[src/rtl/simd_cop_pkg.sv]
package simd_cop_pkg;

  typedef enum logic [1:0] {
    KIND_INT  = 2'd0,
    KIND_SIMD = 2'd1,
    KIND_RDBK = 2'd2,
    KIND_NOP  = 2'd3
  } kind_e;

  // Circular pointer advance for a ring of n slots.
  function automatic int unsigned ring_next(int unsigned p, int unsigned n);
    return (p + 1 >= n) ? 0 : p + 1;
  endfunction

  // Occupancy after one cycle of optional push and pop.
  function automatic int unsigned occ_after(int unsigned occ, logic push, logic pop);
    return occ + (push ? 1 : 0) - (pop ? 1 : 0);
  endfunction

  // Cycles remaining before the pipeline may begin another operation.
  function automatic int unsigned cool_after(int unsigned cool, logic start, int unsigned ii);
    if (start) return ii - 1;
    if (cool != 0) return cool - 1;
    return 0;
  endfunction

endpackage

[src/rtl/simd_cop_fifo.sv]
module simd_cop_fifo
  import simd_cop_pkg::*;
#(
  parameter int DEPTH = 6,
  parameter int W     = 17
) (
  input  logic         clk,
  input  logic         rst,
  input  logic         push,
  input  logic [W-1:0] din,
  input  logic         pop,
  output logic [W-1:0] dout,
  output logic         empty,
  output logic         full
);
  localparam int PW = (DEPTH > 1) ? $clog2(DEPTH) : 1;
  localparam int CW = $clog2(DEPTH + 1);

  logic [W-1:0]  slot [DEPTH];
  logic [PW-1:0] rd_ptr;
  logic [PW-1:0] wr_ptr;
  logic [CW-1:0] occ;

  always_ff @(posedge clk) begin
    if (rst) begin
      rd_ptr <= '0;
      wr_ptr <= '0;
      occ    <= '0;
    end else begin
      if (push) wr_ptr <= PW'(ring_next(int'(wr_ptr), DEPTH));
      if (pop)  rd_ptr <= PW'(ring_next(int'(rd_ptr), DEPTH));
      occ <= CW'(occ_after(int'(occ), push, pop));
    end
  end

  always_ff @(posedge clk) begin
    if (push) slot[wr_ptr] <= din;
  end

  assign dout  = slot[rd_ptr];
  assign empty = (occ == '0);
  assign full  = (occ == CW'(DEPTH));
endmodule

[src/rtl/simd_cop_scoreboard.sv]
module simd_cop_scoreboard #(
  parameter int NREG = 8,
  parameter int CNTW = 4
) (
  input  logic                    clk,
  input  logic                    rst,
  input  logic                    mark_en,
  input  logic [$clog2(NREG)-1:0] mark_idx,
  input  logic                    done_en,
  input  logic [$clog2(NREG)-1:0] done_idx,
  input  logic [$clog2(NREG)-1:0] ask_idx,
  output logic                    ask_busy,
  output logic                    ask_free
);
  localparam int RW = $clog2(NREG);

  logic [CNTW-1:0] outstanding [NREG];

  for (genvar r = 0; r < NREG; r++) begin : g_reg
    logic inc;
    logic dec;
    assign inc = mark_en && (mark_idx == RW'(r));
    assign dec = done_en && (done_idx == RW'(r));
    always_ff @(posedge clk) begin
      if (rst)              outstanding[r] <= '0;
      else if (inc && !dec) outstanding[r] <= outstanding[r] + 1'b1;
      else if (dec && !inc) outstanding[r] <= outstanding[r] - 1'b1;
    end
  end

  assign ask_busy = (outstanding[ask_idx] != '0);
  // The last outstanding writer of the asked register retires this cycle.
  assign ask_free = done_en && (done_idx == ask_idx) && (outstanding[ask_idx] == CNTW'(1));
endmodule

[src/rtl/simd_cop_pipe.sv]
module simd_cop_pipe
  import simd_cop_pkg::*;
#(
  parameter int LAT  = 6,
  parameter int II   = 2,
  parameter int RW   = 3,
  parameter int TW   = 8
) (
  input  logic          clk,
  input  logic          rst,
  input  logic          start,
  input  logic [RW-1:0] start_dst,
  input  logic [TW-1:0] start_tag,
  input  logic [RW-1:0] src_a,
  input  logic [RW-1:0] src_b,
  output logic          ready,
  output logic          hazard,
  output logic          wb_valid,
  output logic [RW-1:0] wb_reg,
  output logic [TW-1:0] wb_tag
);
  localparam int CLW = $clog2(II + 1);

  logic [LAT-1:0] stg_v;
  logic [RW-1:0]  stg_d [LAT];
  logic [TW-1:0]  stg_t [LAT];
  logic [CLW-1:0] cool;

  always_ff @(posedge clk) begin
    if (rst) begin
      stg_v <= '0;
      cool  <= '0;
    end else begin
      stg_v <= {stg_v[LAT-2:0], start};
      cool  <= CLW'(cool_after(int'(cool), start, II));
    end
  end

  for (genvar s = 0; s < LAT; s++) begin : g_stage
    if (s == 0) begin : g_head
      always_ff @(posedge clk) begin
        stg_d[0] <= start_dst;
        stg_t[0] <= start_tag;
      end
    end else begin : g_next
      always_ff @(posedge clk) begin
        stg_d[s] <= stg_d[s-1];
        stg_t[s] <= stg_t[s-1];
      end
    end
  end

  // A source still being computed in stages 0..LAT-2 blocks the start;
  // the last stage is the write-back cycle, where starting is allowed.
  always_comb begin
    hazard = 1'b0;
    for (int s = 0; s < LAT - 1; s++) begin
      if (stg_v[s] && ((stg_d[s] == src_a) || (stg_d[s] == src_b))) hazard = 1'b1;
    end
  end

  assign ready    = (cool == '0);
  assign wb_valid = stg_v[LAT-1];
  assign wb_reg   = stg_d[LAT-1];
  assign wb_tag   = stg_t[LAT-1];
endmodule

[src/rtl/simd_issue_top.sv]
module simd_issue_top
  import simd_cop_pkg::*;
#(
  parameter int QDEPTH = 6,
  parameter int LAT    = 6,
  parameter int II     = 2,
  parameter int NREG   = 8,
  parameter int TAGW   = 8
) (
  input  logic                    clk,
  input  logic                    rst,
  input  logic                    in_valid,
  input  logic [1:0]              in_kind,
  input  logic [$clog2(NREG)-1:0] in_dst,
  input  logic [$clog2(NREG)-1:0] in_src_a,
  input  logic [$clog2(NREG)-1:0] in_src_b,
  input  logic [TAGW-1:0]         in_tag,
  output logic                    stall,
  output logic                    wb_valid,
  output logic [$clog2(NREG)-1:0] wb_reg,
  output logic [TAGW-1:0]         wb_tag
);
  localparam int RW   = $clog2(NREG);
  localparam int EW   = TAGW + 3 * RW;
  localparam int CNTW = $clog2(QDEPTH + LAT + 1);

  kind_e kind;
  logic  is_simd;
  logic  is_rdbk;
  logic  q_push;
  logic  q_pop;
  logic  q_full;
  logic  q_empty;
  logic  head_ready;
  logic  head_hazard;
  logic  rb_busy;
  logic  rb_free;
  logic  rb_wait;

  logic [EW-1:0]   q_in;
  logic [EW-1:0]   q_head;
  logic [TAGW-1:0] head_tag;
  logic [RW-1:0]   head_dst;
  logic [RW-1:0]   head_sa;
  logic [RW-1:0]   head_sb;

  assign kind    = kind_e'(in_kind);
  assign is_simd = in_valid && (kind == KIND_SIMD);
  assign is_rdbk = in_valid && (kind == KIND_RDBK);

  assign q_in = {in_tag, in_dst, in_src_a, in_src_b};
  assign {head_tag, head_dst, head_sa, head_sb} = q_head;

  assign q_pop   = !q_empty && head_ready && !head_hazard;
  assign rb_wait = rb_busy && !rb_free;
  assign stall   = (is_simd && q_full && !q_pop) || (is_rdbk && rb_wait);
  assign q_push  = is_simd && !stall;

  simd_cop_fifo #(.DEPTH(QDEPTH), .W(EW)) u_queue (
    .clk   (clk),
    .rst   (rst),
    .push  (q_push),
    .din   (q_in),
    .pop   (q_pop),
    .dout  (q_head),
    .empty (q_empty),
    .full  (q_full)
  );

  simd_cop_pipe #(.LAT(LAT), .II(II), .RW(RW), .TW(TAGW)) u_pipe (
    .clk       (clk),
    .rst       (rst),
    .start     (q_pop),
    .start_dst (head_dst),
    .start_tag (head_tag),
    .src_a     (head_sa),
    .src_b     (head_sb),
    .ready     (head_ready),
    .hazard    (head_hazard),
    .wb_valid  (wb_valid),
    .wb_reg    (wb_reg),
    .wb_tag    (wb_tag)
  );

  simd_cop_scoreboard #(.NREG(NREG), .CNTW(CNTW)) u_sb (
    .clk      (clk),
    .rst      (rst),
    .mark_en  (q_push),
    .mark_idx (in_dst),
    .done_en  (wb_valid),
    .done_idx (wb_reg),
    .ask_idx  (in_src_a),
    .ask_busy (rb_busy),
    .ask_free (rb_free)
  );
endmodule

[config.mk]
export PLATFORM = sky130hd
export DESIGN_NAME = simd_issue_top
export DESIGN_NICKNAME = d
export VERILOG_FILES = /design/src/rtl/simd_cop_pkg.sv /design/src/rtl/simd_cop_fifo.sv /design/src/rtl/simd_cop_scoreboard.sv /design/src/rtl/simd_cop_pipe.sv /design/src/rtl/simd_issue_top.sv
export SDC_FILE = /design/constraint.sdc
export NUM_CORES = 1
export LEC_CHECK = 0
export BUFFER_PORTS_ARGS = -buffer_cell sky130_fd_sc_hd__buf_2
export CAP_MARGIN = 20
export CORE_ASPECT_RATIO = 1.75
export CORE_UTILIZATION = 64
export CTS_CLUSTER_SIZE = 14
export DETAILED_ROUTE_END_ITERATION = 10
export HOLD_SLACK_MARGIN = 0.12
export PLACE_DENSITY_LB_ADDON = 0.1
export SYNTH_ARGS = -nofsm -noshare
export SYNTH_HDL_FRONTEND = slang
export SYNTH_HIERARCHICAL = 1
export SYNTH_SLANG_ARGS = --single-unit
[constraint.sdc]
create_clock -name clk -period 10.3 [get_ports clk]
set_input_delay 1.03 -clock clk [delete_from_list [all_inputs] [get_ports clk]]
set_output_delay 1.03 -clock clk [all_outputs]
set_load 0.01 [all_outputs]
==> results of run 1 <==
==> worst paths after layout <==
kind	from	end
max	flip-flop	u_sb/outstanding[4][3]$_SDFFCE_PN0P_
min	u_pipe/stg_t[2][6]$_DFF_P_	u_pipe/stg_t[3][6]$_DFF_P_
max reg2reg	flip-flop	u_sb/outstanding[4][3]$_SDFFCE_PN0P_
min reg2reg	u_pipe/stg_t[2][6]$_DFF_P_	u_pipe/stg_t[3][6]$_DFF_P_
==> Yosys cell counts (all sizes together) (3+ instances only) <==
library cell	n	share of area
a2111oi	3	0.0028
a21oi	18	0.0095
a221oi	19	0.018
a31oi	3	0.0020
and4	3	0.0028
and4b	6	0.0064
and4bb	3	0.0040
buf	18	0.017
clkbuf	11	0.0045
dfxtp	86	0.18
edfxtp	134	0.43
ha	24	0.032
inv	35	0.014
mux2	34	0.044
mux2i	3	0.0032
mux4	21	0.050
nand2	27	0.011
nand2b	13	0.0086
nand3	4	0.0021
nand3b	4	0.0032
nand4	11	0.0073
nor2	30	0.012
nor2b	11	0.0073
nor3	27	0.016
nor3b	3	0.0036
nor4	4	0.0027
nor4b	3	0.0028
o21ai	11	0.0058
o22a	7	0.0065
o2bb2ai	13	0.012
or2	3	0.0020
or3	13	0.0091
xnor2	44	0.041
==> power groups by stage <==
stage	Clock, uW	Sequential (uW)	Combinational, uW
final	754	1150	397
after global placement	0	1170	388
after detailed placement	0	1170	400
after floorplan	0	1140	339
after CTS	770	1160	403
after global routing	801	1170	439
==> metal layers <==
metal	share of wire	global-route usage	wire length (microns)
met1	0.36	0.265	6790
met5	0	0	0
met3	0.035	0.0285	662
met4	0.050	0.152	957
met2	0.56	0.493	10600
==> placed cells by master (no fill, tap or decap), types with 5 or more instances in the layout <==
cell type	n
a221oi_1	19
o2bb2ai_1	13
edfxtp_1	134
clkbuf_16	22
clkbuf_1	9
mux2_4	8
xnor2_1	44
nor3_1	22
mux4_2	21
and4b_1	6
nand4_1	11
nor3_2	5
ha_1	24
o21ai_0	11
dfxtp_1	86
or3_1	12
a21oi_1	18
nand2b_1	13
o22a_1	7
buf_4	8
mux2_1	22
nor2_1	30
nand2_1	27
nor2b_1	11
buf_2	34
inv_1	35
==> layout make-up <==
type / count / area (sq um) / area share
flip-flops and latches: 220 / 5750 / 0.553
well taps: 180 / 225 / 0.0217
clock inverters: 6 / 88.8 / 0.00856
clock buffers: 32 / 598 / 0.0576
repair buffers: 42 / 230 / 0.0222
inverters: 35 / 131 / 0.0127
multi-input cells: 394 / 3360 / 0.324
==> critical path, cell delays in order, from the launching register on <==
cell	delay [ps]
dfxtp_1	310
buf_4	450
mux2_1	370
mux4_2	570
xnor2_1	170
nand4_1	100
nand2_1	60
nor4_1	260
nand3_1	170
nor3b_4	440
o2111a_1	600
nand2_1	150
o2111ai_1	280
or2_2	200
inv_1	70
ha_1	270
a21o_1	190
a21oi_1	190
xnor2_1	170
mux2i_1	90
==> registers in the layout, summed over array words and instances (netlist names), named ones only <==
register and count:
u_queue/occ 3, u_sb/outstanding 32, u_queue/wr_ptr 3, u_queue/rd_ptr 3, u_queue/slot 102, u_pipe/stg_t 48
u_pipe/stg_v 6, u_pipe/stg_d 18, u_pipe/cool 2
==> metrics by stage <==
stage                     power (uW)  utilization
after floorplan                 1480            -
after global placement          1560        0.675
after detailed placement        1570        0.675
after CTS                       2330        0.723
after global routing            2410        0.723
final                           2310        0.723
==> cells by family (layout without fill, tap and decap cells) <==
kind of cell	count (synthesis)	after routing
flip-flops	220	220
AND/OR/NAND/NOR	175	175
AO/OA/AOI/OAI	90	90
buffers and inverters	64	115
multiplexers	58	58
XOR/XNOR	45	45
adder cells (fa/ha/maj)	26	26
==> flow_summary.yaml, run 1 <==
floorplan:
  start_util: 0.657
  rows: 58
  die_y_microns: 163
  die-area_sq_mm: 0.0153
  io_pins: 35
  fp.coreArea_sq_mm: 0.0144
  die_w_microns: 93.8
synth:
  ys_seq_elements: 220
  synth.mux.area_fraction: 0.0971
  yosys.area_share.simple: 0.110
  synth_edf_count: 134
  syn_inst: 678
  synth_xor_area_frac: 0.0418
  synth_flop_cell: "edfxtp_1"
  synth_fp_nets: 726
  synth_compound_area_frac: 0.0708
  async_flop_share: 0
  synth_top_family_by_area: "simple AND/OR/NAND/NOR gates"
  ys_types: 63
  ys_seq_area_frac: 0.609
  syn_area_sq_mm: 0.00944
  avgSynthCellArea_sq_um: 13.9
  synth_fa_ha_area_frac: 0.0361
  ys_warn_count: 6
critical_path:
  r2r_cells: 19
  cp-start-kind: "flip-flop"
  crit_type: "flip-flop to flip-flop"
  rrSetupSlack_ps: 4920
  arrival_ps: 5610
  cp-end-kind: "flip-flop"
  cp_max_fo: 34
  required_ps: 10540
layout:
  drive_gt1_frac: 0.163
  finalNonFillerCells: 909
  final_nets: 762
  fill_cells: 960
  antennaDiodeCount: 0
  areaGrowthSynthToFinish_pct: 10.0
  fin_area_sq_mm: 0.0104
clock_network:
  cts_tree: "done"
  clock_path_buffers: 3
  clk_latency_ps: 490
  cts_setup_buffers: 0
  htreeDepth: 1
  cts_made_buffers: 21
  clockRootBuffer: "clkbuf_16"
  cts-resized-gates: 0
  cts.reportedPaths.clkPinSlew_ps: 60
  hold_buffers: 0
  cts.sinks: 220
sta:
  slew_headroom: 0.397
  fin_hold_ws_ps: 323
  final-hold-violation-count: 0
  min_period_over_period: 0.522
  fin_setup_tns_ps: 0
  tightestPinTransition_ps: 903
  min_period_ps: 5380
  final-setup-viol-count: 0
  skew_ps: 10.8
  slew_viol_final: 0
  rsz0062_at_grt: "no"
  fin_ws_ps: 4920
  max_freq_ghz: 0.186
placement:
  place_inst: 871
  numPortBuffers: 34
  place_ws_ps: 4930
  gp_congestion: 0.872
  place_area_sq_mm: 0.00970
  dp_hpwl_microns: 13500
routing:
  drtIter0Drc: 293
  totalWireLength_microns: 19000
  first_pass_iters: 4
  post-route-drc-count: 0
  vias: 5642
  wl_per_cell_microns: 20.9
  ant_nets: 0
  via_per_inst: 6.21
global_routing:
  grt_start_max_net_pins: 35
  grt-ovfl-total: 0
  grt_antenna_before_repair: 0
  grt_pass1_vias: 6007
  grt_pass1_wl_microns: 29600
  track_usage: 0.259
power_and_ir_drop:
  switching_share: 0.256
  irDropWorstVdd_mv: 0.203
  seqPwrFrac: 0.501
  clockPowerShare: 0.327
  p_switching_uw: 590
  p_int_uw: 1720
  p_comb_frac: 0.172
  cellLeakagePower_uw: 0.00367
  p_per_area_mw_per_mm2: 222
min_path:
  hold_depth: 0
  hold_class: "flip-flop to flip-flop"
flow_run:
  drv_cap: 0
outcome:
  status: "completed"
(Power assumes the default switching activity.)
==> run 2, diff against run 1 <==
- CORE_UTILIZATION: 64 -> 62
- clock period: 10.3 -> 5.6 ns (I/O delays scaled with it)
==> run 2 against run 1 <==
Sequential cell count stayed put; combinational power is 84% higher; setup slack worse by 4200 ps; fmax is 11% higher; critical path type unchanged.
==> flow_summary.yaml, run 2 (same netlist as run 1, synthesis figures left out) <==
outcome:
  status: "completed"
min_path:
  hold_class: "input pin to flip-flop"
floorplan:
  die_y_microns: 165
  rows: 59
  start_util: 0.636
  die_w_microns: 95.3
  fp.coreArea_sq_mm: 0.0148
  io_pins: 35
  die-area_sq_mm: 0.0157
critical_path:
  arrival_ps: 5170
  required_ps: 5940
  cp-start-kind: "flip-flop"
  worstPathCellList: "mux2_1 -> mux4_2 -> xnor2_1 -> nand4_1 -> nand2_1 -> nor4_1 -> nand3_1 -> nor3b_4 -> o2111a_1 -> nand2_1 -> o2111ai_1 -> or2_2 -> inv_1 -> ha_1 -> a21o_1 -> a21oi_1 -> xnor2_1 -> mux2i_1"
  slowest_stage: "dfxtp_1"
  cp-end-kind: "flip-flop"
  crit_type: "flip-flop to flip-flop"
  max_stage_delay_ps: 820
  cp_max_fo: 16
sta:
  final-hold-violation-count: 0
  slew_viol_final: 0
  final-setup-viol-count: 0
  tightestPinTransition_ps: 755
  max_freq_ghz: 0.207
  rsz0062_at_grt: "no"
  min_period_over_period: 0.863
  slew_headroom: 0.483
  fin_setup_tns_ps: 0
  min_period_ps: 4830
  skew_ps: 8.64
clock_network:
  clockRootBuffer: "clkbuf_16"
  cts-resized-gates: 0
  cts_tree: "done"
  htreeDepth: 1
  hold_buffers: 0
  cts_made_buffers: 20
  cts.sinks: 220
  clock_path_buffers: 3
  clk_latency_ps: 490
  cts.reportedPaths.clkPinSlew_ps: 70
  cts_setup_buffers: 0
layout:
  largest_reg_flops: 102
  areaGrowthSynthToFinish_pct: 10.1
  mostFrequentLayoutCell: "edfxtp_1"
  final_nets: 766
  fill_cells: 1006
  reg.largest.list: "u_queue/slot (102), u_pipe/stg_t (48), u_sb/outstanding (32)"
  final_cell_mix: "edfxtp_1, dfxtp_1, xnor2_1"
  drive_gt1_frac: 0.168
  top_register: "u_queue/slot"
  antennaDiodeCount: 0
global_routing:
  grt_antenna_before_repair: 0
  grt_start_max_net_pins: 34
  grt_pass1_vias: 5839
  grt_pass1_wl_microns: 30200
  grt-ovfl-total: 0
  track_usage: 0.260
placement:
  numPortBuffers: 34
  gp_congestion: 0.865
  dp_hpwl_microns: 13800
routing:
  drtIter0Drc: 272
  first_pass_iters: 5
  post-route-drc-count: 0
  via_per_inst: 6.15
  wl_per_cell_microns: 21.4
  vias: 5629
  totalWireLength_microns: 19600
  ant_nets: 0
power_and_ir_drop:
  cellLeakagePower_uw: 0.00368
  irDropWorstVdd_mv: 0.394
  p_per_area_mw_per_mm2: 406
  power_uw: 4220
flow_run:
  drv_cap: 0
## run 2: changes by cell type in the layout (fill, tap and decap cells not counted)
cell,delta
clkinv_1,-1
inv_8,-1
inv_6,-1
buf_4,+5
bufinv_16,-1
clkbuf_16,-1
clkbuf_8,+3
## run 2: final timing paths
kind / startpoint / endpoint / slack [ps] / cells past startpoint
hold reg to reg: u_pipe/stg_t[0][2]$_DFF_P_ / u_pipe/stg_t[1][2]$_DFF_P_ / 320 / 0
setup / recovery: flip-flop / u_sb/outstanding[4][3]$_SDFFCE_PN0P_ / 770 / 18
hold / removal: in_tag[1] / u_queue/slot[5][10]$_DFFE_PP_ / 310 / 1
setup reg to reg: flip-flop / u_sb/outstanding[4][3]$_SDFFCE_PN0P_ / 770 / 18
## run 2: worst max-delay path, delay by kind of cell, from the launching register on
family / cells / cell delay [ps]
compound gates: 4 / 880
xor+xnor: 2 / 330
buf+inv: 1 / 60
fa+ha+maj: 1 / 260
simple gates: 7 / 1160
flops: 1 / 820
mux: 3 / 1150
## run 2: stage by stage
stage	worst slack (ps)	hold WS, ps	area (sq um)	cells	util
2_1_floorplan	884	310	9440	678	-
3_3_place_gp	899	310	9740	879	0.656
3_5_place_dp	774	312	9740	879	0.656
4_1_cts	724	292	10400	915	0.700
5_1_grt	327	294	10400	915	0.700
6_report	768	307	10400	915	0.700
## run 2: cell type report
cell class / instances / area [sq um] / area share
Clock inverter: 2 / 35.0 / 0.00337
Inverter: 35 / 131 / 0.0126
Sequential cell: 220 / 5750 / 0.553
Tap cell: 183 / 229 / 0.0220
Clock buffer: 34 / 614 / 0.0591
Timing Repair Buffer: 47 / 268 / 0.0258
Multi-Input combinational cell: 394 / 3360 / 0.324
## run 2: routing by layer
| metal | share of wire | routed length (microns) | track usage |
|---|---|---|---|
| met4 | 0.049 | 952 | 0.140 |
| met2 | 0.57 | 11100 | 0.500 |
| met1 | 0.35 | 6890 | 0.264 |
| met3 | 0.031 | 609 | 0.0307 |
| met5 | 0 | 0 | 0 |
## run 2: power by group
part	internal [uW]	switching, uW	total, uW
Sequential	1950	204	2150
Combinational	385	346	731
Clock	791	545	1340
Total	3130	1090	4220
==> run 3, diff against run 2 <==
--- a/config.mk
+++ b/config.mk
@@ -16,4 +16,3 @@
 export SYNTH_ARGS = -nofsm -noshare
 export SYNTH_HDL_FRONTEND = slang
-export SYNTH_HIERARCHICAL = 1
 export SYNTH_SLANG_ARGS = --single-unit
==> constraint.sdc (replaced) <==
create_clock -name clk -period 5.6 [get_ports clk]
set_input_delay 0.84 -clock clk [delete_from_list [all_inputs] [get_ports clk]]
set_output_delay 0.84 -clock clk [all_outputs]
set_load 0.01 [all_outputs]
==> run 3 against run 2 <==
Routed wire length rose by 14%; count of clock-buffer cells in the layout fell by 2; sequential share of layout area fell by 0.94 points; synthesized cell count rose by 13%; area after synthesis rose by 0.65%; critical path depth fell by 1; final cell count rose by 11%; global-route usage rose by 2.9 points; hold slack improved by 21 ps; clock skew rose by 11 ps; total power rose by 4.2%; critical endpoint is now u_sb.outstanding[4][3]$_SDFFCE_PN0P_.
==> flow_summary.yaml, run 3 <==
critical_path:
  slowest_stage: "dfxtp_1"
  rrSetupSlack_ps: 380
  required_ps: 5930
  r2r_cells: 17
  arrival_ps: 5560
  cp_top_family: "compound AO/OA/AOI/OAI gates"
  worstPathCellList: "buf_4 -> mux2i_1 -> a22oi_1 -> nand2_1 -> xor2_1 -> and4_1 -> a211oi_2 -> nand3_4 -> a2111oi_4 -> or4_1 -> inv_1 -> ha_1 -> a21o_1 -> a21oi_1 -> xnor2_1 -> or4bb_1 -> o22ai_1"
  cp_max_fo: 16
  critPathBufInv: 2
  cp-start-kind: "flip-flop"
  crit_type: "flip-flop to flip-flop"
  cp-end-kind: "flip-flop"
  r2r_end: "u_sb.outstanding[4][3]$_SDFFCE_PN0P_"
  max_stage_delay_ps: 740
clock_network:
  clock_path_buffers: 3
  cts_tree: "done"
  cts.sinks: 220
  hold_buffers: 0
  cts.reportedPaths.clkPinSlew_ps: 60
  cts_setup_buffers: 0
  cts-resized-gates: 0
  clk_latency_ps: 500
  cts_made_buffers: 21
  clockRootBuffer: "clkbuf_16"
  htreeDepth: 1
floorplan:
  io_pins: 35
  die-area_sq_mm: 0.0158
  fp.coreArea_sq_mm: 0.0149
  rows: 59
  die_y_microns: 166
  die_w_microns: 95.6
  start_util: 0.637
routing:
  first_pass_iters: 7
  totalWireLength_microns: 22200
  post-route-drc-count: 0
  via_per_inst: 6.28
  ant_nets: 0
  vias: 6384
  wl_per_cell_microns: 21.9
  drtIter0Drc: 368
power_and_ir_drop:
  p_comb_frac: 0.199
  p_int_uw: 3100
  irDropWorstVdd_mv: 0.326
  p_per_area_mw_per_mm2: 416
  cellLeakagePower_uw: 0.00371
  seqPwrFrac: 0.500
  p_switching_uw: 1300
  clockPowerShare: 0.301
  switching_share: 0.296
  power_uw: 4400
global_routing:
  track_usage: 0.289
  grt_start_max_net_pins: 35
  grt_pass1_vias: 6638
  grt_antenna_before_repair: 0
  grt-ovfl-total: 0
  grt_pass1_wl_microns: 34500
sta:
  final-setup-viol-count: 0
  min_period_ps: 5220
  min_period_over_period: 0.932
  skew_ps: 19.8
  slew_viol_final: 0
  final-hold-violation-count: 0
  tightestPinTransition_ps: 686
  max_freq_ghz: 0.192
  fin_setup_tns_ps: 0
  slew_headroom: 0.543
  rsz0062_at_grt: "no"
  fin_hold_ws_ps: 328
  fin_ws_ps: 378
synth:
  synth_commonest_cells: "edfxtp_1, dfxtp_1, nand2_1"
  yosys-top-cells-area: "edfxtp_1, dfxtp_1, mux2i_1, ha_1, mux4_2"
  ys_seq_elements: 220
  synth_fp_nets: 816
  yosysTopAreaCell: "edfxtp_1"
  ys_seq_area_frac: 0.605
  ys_types: 66
  synth_edf_count: 134
  synth_top_area_frac: 0.424
  syn_area_sq_mm: 0.00950
  syn_inst: 768
  synth_flop_cell: "edfxtp_1"
  yosysMostFrequentCell: "edfxtp_1"
  avgSynthCellArea_sq_um: 12.4
  ys_warn_count: 0
  async_flop_share: 0
layout:
  final_nets: 866
  final_cell_mix: "edfxtp_1, dfxtp_1, nand2_1"
  reg.largest.list: "u_queue.slot (102), u_pipe.stg_t (48), u_sb.outstanding (32)"
  mostFrequentLayoutCell: "edfxtp_1"
  drive_gt1_frac: 0.143
  areaGrowthSynthToFinish_pct: 11.3
  largest_reg_flops: 102
  top_register: "u_queue.slot"
  fill_cells: 1064
  antennaDiodeCount: 0
min_path:
  holdPathEnd: "u_pipe.stg_t[2][2]$_DFF_P_"
  hold_class: "flip-flop to flip-flop"
  hold_depth: 0
  holdCritStartpoint: "u_pipe.stg_t[1][2]$_DFF_P_"
flow_run:
  drv_cap: 0
placement:
  dp_hpwl_microns: 15800
  place_ws_ps: 413
  gp_congestion: 0.911
  numPortBuffers: 34
outcome:
  status: "completed"
==> run 3: per-stage QoR <==
stage,utilization,cells,instance area [sq um]
after CTS,0.709,1016,10600
final,0.709,1016,10600
after floorplan,-,768,9500
after global routing,0.709,1016,10600
after detailed placement,0.666,978,9930
after global placement,0.666,978,9930
==> run 3: metal layers <==
layer | track usage | up-vias | share of wire
li1 | - | 2986 | -
met1 | 0.298 | 3083 | 0.34
met2 | 0.547 | 237 | 0.56
met3 | 0.0349 | 78 | 0.046
met4 | 0.151 | 0 | 0.051
met5 | 0 | - | 0
==> run 3: cells by family (layout without fill, tap and decap cells) <==
group / after synthesis / count (layout) / synth area share
AOI/OAI and AO/OA: 139 / 139 / 0.106
xor gates and xnor gates: 28 / 28 / 0.0258
adders and majority gates: 26 / 26 / 0.0358
buffers and inverters: 57 / 122 / 0.0261
DFF: 220 / 220 / 0.605
muxes: 44 / 44 / 0.0639
and+or+nand+nor: 254 / 254 / 0.137
==> run 3: power groups by stage <==
stage	clock (uW)	combinational (uW)	sequential [uW]
floorplan	0	657	2140
global placement	0	838	2230
detailed placement	0	867	2230
CTS	1350	876	2200
global route	1410	963	2230
finish	1320	875	2200
==> run 3: worst max path at each step <==
stage                                                      end  slack (ps)  cells after the start
after floorplan                   u_queue.slot[1][0]$_DFFE_PP_         830                     11
after global placement    u_sb.outstanding[4][3]$_SDFFCE_PN0P_         560                     17
after detailed placement  u_sb.outstanding[4][3]$_SDFFCE_PN0P_         410                     17
after CTS                 u_sb.outstanding[4][3]$_SDFFCE_PN0P_         390                     17
after global routing      u_sb.outstanding[4][3]$_SDFFCE_PN0P_          70                     17
final                     u_sb.outstanding[4][3]$_SDFFCE_PN0P_         380                     17
==> run 3: cell type report <==
type / count / area (sq um) / area share
Sequential cell: 220 / 5750 / 0.544
Timing Repair Buffer: 49 / 283 / 0.0268
Clock buffer: 32 / 602 / 0.0569
Clock inverter: 6 / 40.0 / 0.00379
Multi-Input combinational cell: 491 / 3540 / 0.335
Inverter: 35 / 131 / 0.0124
Tap cell: 183 / 229 / 0.0217
